--- src/rtl/rpf_pkg.sv ---
// Shared types for the read prefetch controller.
// Assumes: one run at a time; size code fixed for the run once accepted.
package rpf_pkg;

    typedef enum logic {
        ST_IDLE = 1'b0,
        ST_RUN  = 1'b1
    } rpf_state_e;

    typedef enum logic [1:0] {
        PF_OPEN = 2'b00,
        PF_X1   = 2'b01,
        PF_X2   = 2'b10,
        PF_X4   = 2'b11
    } pf_code_e;

    typedef struct packed {
        logic io;      // run came from an I/O request
        logic capped;  // run has a word limit
        logic bound;   // run stops at a page end
    } txn_attr_t;

endpackage

--- src/rtl/rpf_size_dec.sv ---
// Size decoder: maps the prefetch code to a word limit.
// Assumes: CNT_W can hold BASE_WORDS*4. A single-word request overrides the code.
module rpf_size_dec
    import rpf_pkg::*;
#(
    parameter int BASE_WORDS = 4,
    parameter int CNT_W      = 5
) (
    input  logic [1:0]       pf_code,
    input  logic             single,
    output logic             capped,
    output logic [CNT_W-1:0] limit
);

    // Decode the code into a capped flag and a word limit.
    always_comb begin
        capped = 1'b1;
        limit  = CNT_W'(1);
        if (!single) begin
            unique case (pf_code_e'(pf_code))
                PF_OPEN: begin
                    capped = 1'b0;
                    limit  = '0;
                end
                PF_X1:   limit = CNT_W'(BASE_WORDS);
                PF_X2:   limit = CNT_W'(BASE_WORDS * 2);
                default: limit = CNT_W'(BASE_WORDS * 4);
            endcase
        end
    end

endmodule

--- src/rtl/rpf_word_ctr.sv ---
// Word counter and word address for the current run.
// Assumes: load and adv never coincide (load only happens in idle).
module rpf_word_ctr #(
    parameter int WA_W  = 14,
    parameter int PW    = 10,
    parameter int CNT_W = 5
) (
    input  logic             clk,
    input  logic             rst_n,
    input  logic             load,
    input  logic [WA_W-1:0]  load_word,
    input  logic             adv,
    output logic [WA_W-1:0]  word_addr,
    output logic [CNT_W-1:0] cnt,
    output logic             page_end
);

    // Restart at a new run; step address and count on each accepted word.
    always_ff @(posedge clk) begin
        if (!rst_n) begin
            word_addr <= '0;
            cnt       <= '0;
        end else if (load) begin
            word_addr <= load_word;
            cnt       <= '0;
        end else if (adv) begin
            word_addr <= word_addr + WA_W'(1);
            cnt       <= cnt + CNT_W'(1);
        end
    end

    // The current word is the last one in its page.
    always_comb page_end = &word_addr[PW-1:0];

endmodule

--- src/rtl/rpf_seq.sv ---
// Run sequencer: idle/run control, FIFO-full handling and end pulse.
// Assumes: last_word is valid while running; local_done takes priority over a fetch.
module rpf_seq
    import rpf_pkg::*;
(
    input  logic clk,
    input  logic rst_n,
    input  logic start,
    input  logic fifo_full,
    input  logic hold_mode,
    input  logic local_done,
    input  logic word_ack,
    input  logic last_word,
    output logic running,
    output logic fetch_req,
    output logic bus_release,
    output logic irdy_stall,
    output logic load,
    output logic adv,
    output logic xfer_end
);

    rpf_state_e state_q, state_d;
    logic       end_d;

    // Next state and per-cycle controls.
    always_comb begin
        state_d     = state_q;
        load        = 1'b0;
        adv         = 1'b0;
        end_d       = 1'b0;
        fetch_req   = 1'b0;
        bus_release = 1'b0;
        irdy_stall  = 1'b0;
        unique case (state_q)
            ST_IDLE: begin
                load = start;
                if (start) state_d = ST_RUN;
            end
            default: begin
                bus_release = fifo_full && !hold_mode;
                irdy_stall  = fifo_full && hold_mode;
                fetch_req   = !fifo_full && !local_done;
                adv         = fetch_req && word_ack;
                if (local_done || (adv && last_word)) begin
                    state_d = ST_IDLE;
                    end_d   = 1'b1;
                end
            end
        endcase
    end

    // State and end-pulse registers.
    always_ff @(posedge clk) begin
        if (!rst_n) begin
            state_q  <= ST_IDLE;
            xfer_end <= 1'b0;
        end else begin
            state_q  <= state_d;
            xfer_end <= end_d;
        end
    end

    always_comb running = (state_q == ST_RUN);

    // The end pulse never lasts two cycles.
    assert_end_pulse_R12: assert property (@(posedge clk) disable iff (!rst_n)
        xfer_end |=> !xfer_end);

    // Release and stall are never requested together.
    assert_full_mode_R9: assert property (@(posedge clk) disable iff (!rst_n)
        !(bus_release && irdy_stall));

    // A full FIFO never coexists with a word request.
    assert_full_gate_R8: assert property (@(posedge clk) disable iff (!rst_n)
        (running && fifo_full) |-> !fetch_req);

endmodule

--- src/rtl/rd_prefetch_ctl.sv ---
// Read prefetch controller top: decodes requests, fixes the run attributes,
// and builds the outgoing address.
// Assumes: configuration inputs are static while a run is active.
module rd_prefetch_ctl
    import rpf_pkg::*;
#(
    parameter int ADDR_W     = 32,
    parameter int REMAP_W    = 16,
    parameter int PAGE_W     = 12,
    parameter int BASE_WORDS = 4
) (
    input  logic               clk,
    input  logic               rst_n,
    input  logic               cfg_mem_en,
    input  logic               cfg_io_en,
    input  logic [1:0]         cfg_pf_size,
    input  logic               cfg_page_stop,
    input  logic               cfg_hold_bus,
    input  logic               cfg_io_zero_hi,
    input  logic [REMAP_W-1:0] cfg_remap_hi,
    input  logic               rd_req,
    input  logic               rd_is_io,
    input  logic               rd_single,
    input  logic [ADDR_W-1:0]  rd_addr,
    input  logic               rd_done,
    input  logic               fifo_full,
    input  logic               word_ack,
    output logic               fetch_req,
    output logic [ADDR_W-1:0]  fetch_addr,
    output logic               bus_release,
    output logic               irdy_stall,
    output logic               xfer_end
);

    localparam int LOW_W     = ADDR_W - REMAP_W;
    localparam int WA_W      = LOW_W - 2;
    localparam int PW        = PAGE_W - 2;
    localparam int MAX_WORDS = BASE_WORDS * 4;
    localparam int CNT_W     = $clog2(MAX_WORDS + 1);

    logic             start, running, load, adv, last_word, page_end;
    logic             capped_d;
    logic [CNT_W-1:0] limit_d, limit_q, cnt;
    logic [WA_W-1:0]  word_addr;
    txn_attr_t        attr_q;
    logic [REMAP_W-1:0] hi_bits;

    // A request is taken only when its kind is enabled.
    always_comb start = rd_req && (rd_is_io ? cfg_io_en : cfg_mem_en);

    rpf_size_dec #(
        .BASE_WORDS (BASE_WORDS),
        .CNT_W      (CNT_W)
    ) u_size (
        .pf_code (cfg_pf_size),
        .single  (rd_single),
        .capped  (capped_d),
        .limit   (limit_d)
    );

    // Hold the run attributes fixed from the accepting edge.
    always_ff @(posedge clk) begin
        if (!rst_n) begin
            attr_q  <= '0;
            limit_q <= '0;
        end else if (load) begin
            attr_q  <= '{io: rd_is_io, capped: capped_d, bound: cfg_page_stop};
            limit_q <= limit_d;
        end
    end

    rpf_word_ctr #(
        .WA_W  (WA_W),
        .PW    (PW),
        .CNT_W (CNT_W)
    ) u_ctr (
        .clk       (clk),
        .rst_n     (rst_n),
        .load      (load),
        .load_word (rd_addr[LOW_W-1:2]),
        .adv       (adv),
        .word_addr (word_addr),
        .cnt       (cnt),
        .page_end  (page_end)
    );

    // The current word closes the run by count or by page end.
    always_comb last_word = (attr_q.capped && (cnt == limit_q - CNT_W'(1)))
                          || (attr_q.bound && page_end);

    rpf_seq u_seq (
        .clk         (clk),
        .rst_n       (rst_n),
        .start       (start),
        .fifo_full   (fifo_full),
        .hold_mode   (cfg_hold_bus),
        .local_done  (rd_done),
        .word_ack    (word_ack),
        .last_word   (last_word),
        .running     (running),
        .fetch_req   (fetch_req),
        .bus_release (bus_release),
        .irdy_stall  (irdy_stall),
        .load        (load),
        .adv         (adv),
        .xfer_end    (xfer_end)
    );

    // Upper bits come from the remap field unless an I/O run zeroes them.
    always_comb hi_bits = (attr_q.io && cfg_io_zero_hi) ? '0 : cfg_remap_hi;

    always_comb fetch_addr = {hi_bits, word_addr, 2'b00};

    // A capped run never counts up to its limit while running.
    assert_cap_R3: assert property (@(posedge clk) disable iff (!rst_n)
        (running && attr_q.capped) |-> (cnt < limit_q));

    // Consecutive requested words of one run step by one word.
    assert_addr_step_R6: assert property (@(posedge clk) disable iff (!rst_n)
        (fetch_req && $past(fetch_req && word_ack && !last_word))
        |-> (fetch_addr[LOW_W-1:2] == $past(fetch_addr[LOW_W-1:2]) + WA_W'(1)));

    // A page-stopped run issues nothing after the last word of the page.
    assert_page_stop_R5: assert property (@(posedge clk) disable iff (!rst_n)
        (attr_q.bound && fetch_req && word_ack && page_end) |=> !fetch_req);

    // I/O runs with zeroing selected carry zero upper bits.
    assert_io_zero_R7: assert property (@(posedge clk) disable iff (!rst_n)
        (fetch_req && attr_q.io && cfg_io_zero_hi) |-> (fetch_addr[ADDR_W-1:LOW_W] == '0));

    // Outputs stay quiet while no run is active.
    assert_idle_quiet_R1: assert property (@(posedge clk) disable iff (!rst_n)
        !running |-> !(fetch_req || bus_release || irdy_stall));

endmodule

--- config.mk ---
export PLATFORM = sky130hd
export DESIGN_NAME = rd_prefetch_ctl
export DESIGN_NICKNAME = d
export VERILOG_FILES = /design/src/rtl/rpf_pkg.sv /design/src/rtl/rpf_size_dec.sv /design/src/rtl/rpf_word_ctr.sv /design/src/rtl/rpf_seq.sv /design/src/rtl/rd_prefetch_ctl.sv
export SDC_FILE = /design/constraint.sdc
export NUM_CORES = 1
export LEC_CHECK = 0
export ABC_AREA = 1
export BUFFER_PORTS_ARGS = -buffer_cell sky130_fd_sc_hd__buf_2
export CAP_MARGIN = 15
export CORE_MARGIN = 4
export CORE_UTILIZATION = 40
export DETAILED_ROUTE_END_ITERATION = 7
export GPL_ROUTABILITY_DRIVEN = 0
export HOLD_SLACK_MARGIN = 0.05
export PLACE_DENSITY = 0.86
export SLEW_MARGIN = 0
export SYNTH_ARGS = -nofsm -noshare
export SYNTH_HDL_FRONTEND = slang
export SYNTH_SLANG_ARGS = --single-unit
export TNS_END_PERCENT = 30
--- constraint.sdc ---
create_clock -name clk -period 1.16 [get_ports clk]
set_input_delay 0 -clock clk [delete_from_list [all_inputs] [get_ports clk]]
set_output_delay 0 -clock clk [all_outputs]
set_load 0.05 [all_outputs]
# Yosys cells after proc, flatten, opt, wreduce, memory -nomap -nowiden
# Index checks and enable logic that the tools add are counted.
# totals
reg_bits	29
output_inout_bits	36
word_cells	51
# op_classes
n_reduce_logical	19
add_sub_neg	3
muxes	17
n_bitwise	1
n_eq_ne	3
# op_table
operator	n
two-way mux 14 bit	2
two-way mux 16 bit	1
case mux 5 bit (3 select lines)	1
adder 14 x 1 -> 14 bit (second input constant)	1
two-way mux 1 bit	12
AND reduction 10 bit	1
logical AND 1 bit	9
adder 5 x 1 -> 5 bit (second input constant)	1
== test 5 bit	1
two-way mux 5 bit	1
subtractor 5 x 1 -> 5 bit (second input constant)	1
zero test 1 bit	3
== test 2 x 1 -> 1 bit (second input constant)	1
== test 2 bit (second input constant)	1
zero test 2 bit	1
logical OR 1 bit	2
AND reduction 2 bit	1
nonzero test 2 bit	1
OR reduction 2 bit	1
NOT 1 bit	1

# Depth between registers and ports, before layout
# logic_depth
word_depth	8
mapped_depth	12
ltp_nobuf	12

# Modules after synthesis
# A second synthesis with hierarchy kept.
# hier_totals
cells_unflattened	309
hier_area_um2	1903.1
# modules_own_cells
mod	seq_area_each_um2	instances	area_each_um2	cells_each
rpf_word_ctr	380.4	1	1101.1	160
rd_prefetch_ctl	160.2	1	616.8	114
rpf_seq	40.0	1	128.9	23
rpf_size_dec	0.0	1	56.3	12

# Worst setup path before layout
# No wires, ideal clock.
# synth_timing
path_type	register to register
start	register u_ctr.word_addr[0]
end	register u_ctr.word_addr[10]
path_buffers	0
stages_incl_launch_ff	11
path_slack_ps	-557
synth_period_minus_slack_ps	1717
t_required_ps	1050
t_arrival_ps	1607
setup_ps	110
cell_sequence	dfxtp_1 ha_1 nand2_1 nor2_1 nand2_1 nor2_1 nand2_1 nand3_1 nand3_1 nand2_1 inv_1
# synth_via
elab_chain_len	3
# synth_rtl
element	line	text
start: declaration	rpf_word_ctr.sv:13	output logic [WA_W-1:0] word_addr,
start signal: assignment	rpf_word_ctr.sv:24	word_addr <= load_word;
start signal: assignment	rpf_word_ctr.sv:27	word_addr <= word_addr + WA_W'(1);
adder 14 x 1 -> 14 bit	rpf_word_ctr.sv:27	
two-way mux 14 bit	rpf_word_ctr.sv:26	end else if (adv) begin
two-way mux 14 bit	rpf_word_ctr.sv:23	end else if (load) begin
# No other way between the ends. The select of a mux whose other input is x is not followed.
# A chain may end at the register's enable or synchronous reset.

# Worst setup path in the final report
# Ends and elaborated chain as after synthesis.

==> results.cfg <==
[synth]
yosys.area.top_type = dfxtp_1
yosys_warnings = 0
ys_ff_latch = 28
synth.distinct_cells = 35
async_reset_ff_share_pct = 0
netlist_area_um2 = 1790
yosysMostFrequentCell = nand2_1
synth_ff_type = dfxtp_1
yosys-top-cells-count = 84 x nand2_1, 47 x inv_1, 44 x nor2_1, 28 x dfxtp_1, 23 x nand3_1
avgSynthCellArea_um2 = 5.96
synth_top_area_share_pct = 31.4
seq_area_frac_synth_pct = 31.4
netlist_top_cells_area = dfxtp_1 31%, nand2_1 18%, inv_1 9.9%
synth_edf_count = 0
netlist_instances = 300

[setup_path]
cp_top_family = simple AND/OR/NAND/NOR gates
critPathMaxStageDelay_ps = 380
startpoint_type = flop
r2r_start = u_ctr.word_addr[0]
cp_cell_sequence = ha_4, nand3_2, nor2_2, nand2_2, nor2_1, nand3_1, nand3_1, nand2_1, inv_1
arrival_ps = 1610
startpoint = u_ctr.word_addr[0]
cp-end-kind = flop
worstSetupPathType = reg -> reg
path_common_cell = nand3_1
required_ps = 1400
critPathMaxFanout = 3
cp_num_buf_inv = 1
cp_slowest_cell = dfxtp_4

[global_routing]
gr-max-usage-layer = met2
first_global_vias = 2274
met3_usage_pct = 5.07
grt_max_degree = 16
antenna_found_initial = 0
grt_pass1_wl_um = 9630
use_met2_pct = 40.9
global_route.usage.met1_pct = 24.0
grt_overflow = 0
grtUsageTotal_pct = 21.8

[timing]
fin_crit_ps = 1370
max_freq_mhz = 730
slew_viol_final = 0
post-route-period-util_pct = 118
finClkSkew_ps = 3.50
setup_viol = 43
rsz0062_at_grt = true
hold_viol = 0
finalWorstSetupSlack_ps = -210

[min_path]
hp-class = in -> reg
hold_path_startpoint = rd_addr[14]

[clock_network]
htree_num_levels = 1
cts_sinks = 28
cts_tree = done
clk_pin_slew_ps = 100
cts_buffer_depth = 2
root_buffer = clkbuf_8
numCtsBuffers = 3
insertion_delay_ps = 290

[floorplanning]
die_area_um2 = 5600
core_um2 = 4350
std_cell_rows = 24
io_pins = 99
die_w_um = 74.9
start_util_pct = 41.1
die_y_um = 74.9

[detailed_routing]
wl_per_cell_um = 14.0
ant_nets = 0
drt-initial-drc-count = 165
totalWireLength_um = 6770
remaining_drc_errors = 0
vias_per_cell = 5.10
via_count = 2459
dr.pass1.iters = 5

[power_and_ir_drop]
cellPowerDensity_nw_per_um2 = 844
peakVddDrop_mv = 0.607
leakage_nw = 1.56

[placement]
portBuffers = 78
dp_hpwl_um = 4210
placed_cells = 453

[run_status]
violations = setup timing
status = finished, violations left

[layout]
stdcell_count = 482
fin_util_pct = 73.1
num_antenna_cells = 0
drive_gt1_share_pct = 46.5
area_delta_synth_final_pct = 78.0
layout.nets = 497

[flow_run]
maxCapViolations = 0
power breakdown:
part	total, W	internal (W)	switching [W]
combinational	0.000985	0.000389	0.000596
sequential	0.00106	0.00101	0.0000550
clock	0.000641	0.000305	0.000336
sequential cells by signal (all words and copies together), names as in the netlist:
name / cells
limit_q: 4
attr_q: 3
u_ctr.word_addr: 14
u_seq.xfer_end: 1
u_seq.running: 1
u_ctr.cnt: 5
worst min-delay path, delay by kind of cell:
family	cells	cell delay (ps)
AO/OA/AOI/OAI	3	210
buffers and inverters	2	120
kinds of logic (layout without fill, tap and decap cells):
kind of cell	Yosys count	in the layout	share of synthesized area [%]
buf+inv	60	189	13.6
simple gates	175	175	41.7
xor+xnor	1	1	0.490
flops	28	28	31.4
compound gates	32	32	10.5
fa+ha+maj	3	3	2.10
other cells	1	2	0.210
path summary, 6_finish.rpt:
kind / endpoint / slack (ps) / cells past startpoint
max: u_ctr.word_addr[10] / -210 / 9
min: u_ctr.word_addr[12] / 90 / 5
max reg2reg: u_ctr.word_addr[10] / -210 / 9
min reg2reg: attr_q[0] / 470 / 2
metrics by stage:
stage	power (W)	setup slack, ps	TNS, ps	area, um2	hold WS, ps
floorplan	0.00156	-197	-2330	1850	101
global route	0.00281	-286	-6490	3180	108
global placement	0.00183	-140	-722	2490	253
detailed placement	0.00184	-173	-1130	2490	251
CTS	0.00260	-111	-1940	2970	78.0
finish	0.00269	-210	-3560	3180	91.3
final cells by class:
| cell class | count | area, um2 |
|---|---|---|
| multi-input combinational | 213 | 1240 |
| fill | 320 | 1170 |
| timing repair buffer | 131 | 1000 |
| sequential | 28 | 603 |
| inverter | 53 | 208 |
| tap | 52 | 65.1 |
| clock buffer | 4 | 55.1 |
| timing repair inverter | 1 | 7.51 |
layout by cell type (no fill, tap or decap), drive strengths merged, types with 2 or more instances in the layout:
| master | instances |
|---|---|
| buf | 111 |
| clkinvlp | 2 |
| conb | 2 |
| inv | 51 |
| clkbuf | 4 |
| ha | 3 |
| nand4 | 4 |
| or2 | 4 |
| dlygate4sd3 | 20 |
| nand3 | 24 |
| o221ai | 3 |
| dfxtp | 28 |
| a21oi | 14 |
| nor3 | 8 |
| nand2 | 88 |
| o21ai | 7 |
| nor2 | 46 |
| o22ai | 3 |
metal layers:
| layer | routed length, um | vias to the layer above | part of all wire (%) |
|---|---|---|---|
| met3 | 412 | 17 | 6.1 |
| li1 | - | 1201 | - |
| met1 | 2490 | 1147 | 37 |
| met4 | 142 | 0 | 2.1 |
| met5 | 0 | - | 0 |
| met2 | 3720 | 94 | 55 |
what timing repair did:
| item | CTS | global route |
|---|---|---|
| cloned | 1 | 0 |
| setup buffers | 1 | 3 |
| endpoints found under the setup margin | 40 | 46 |
| endpoints found under the hold margin | 21 | 0 |
| resized for setup | 68 | 51 |
| pin swaps | 11 | 18 |
| hold buffers | 20 | 0 |
Power figures use the tool's default switching activity.
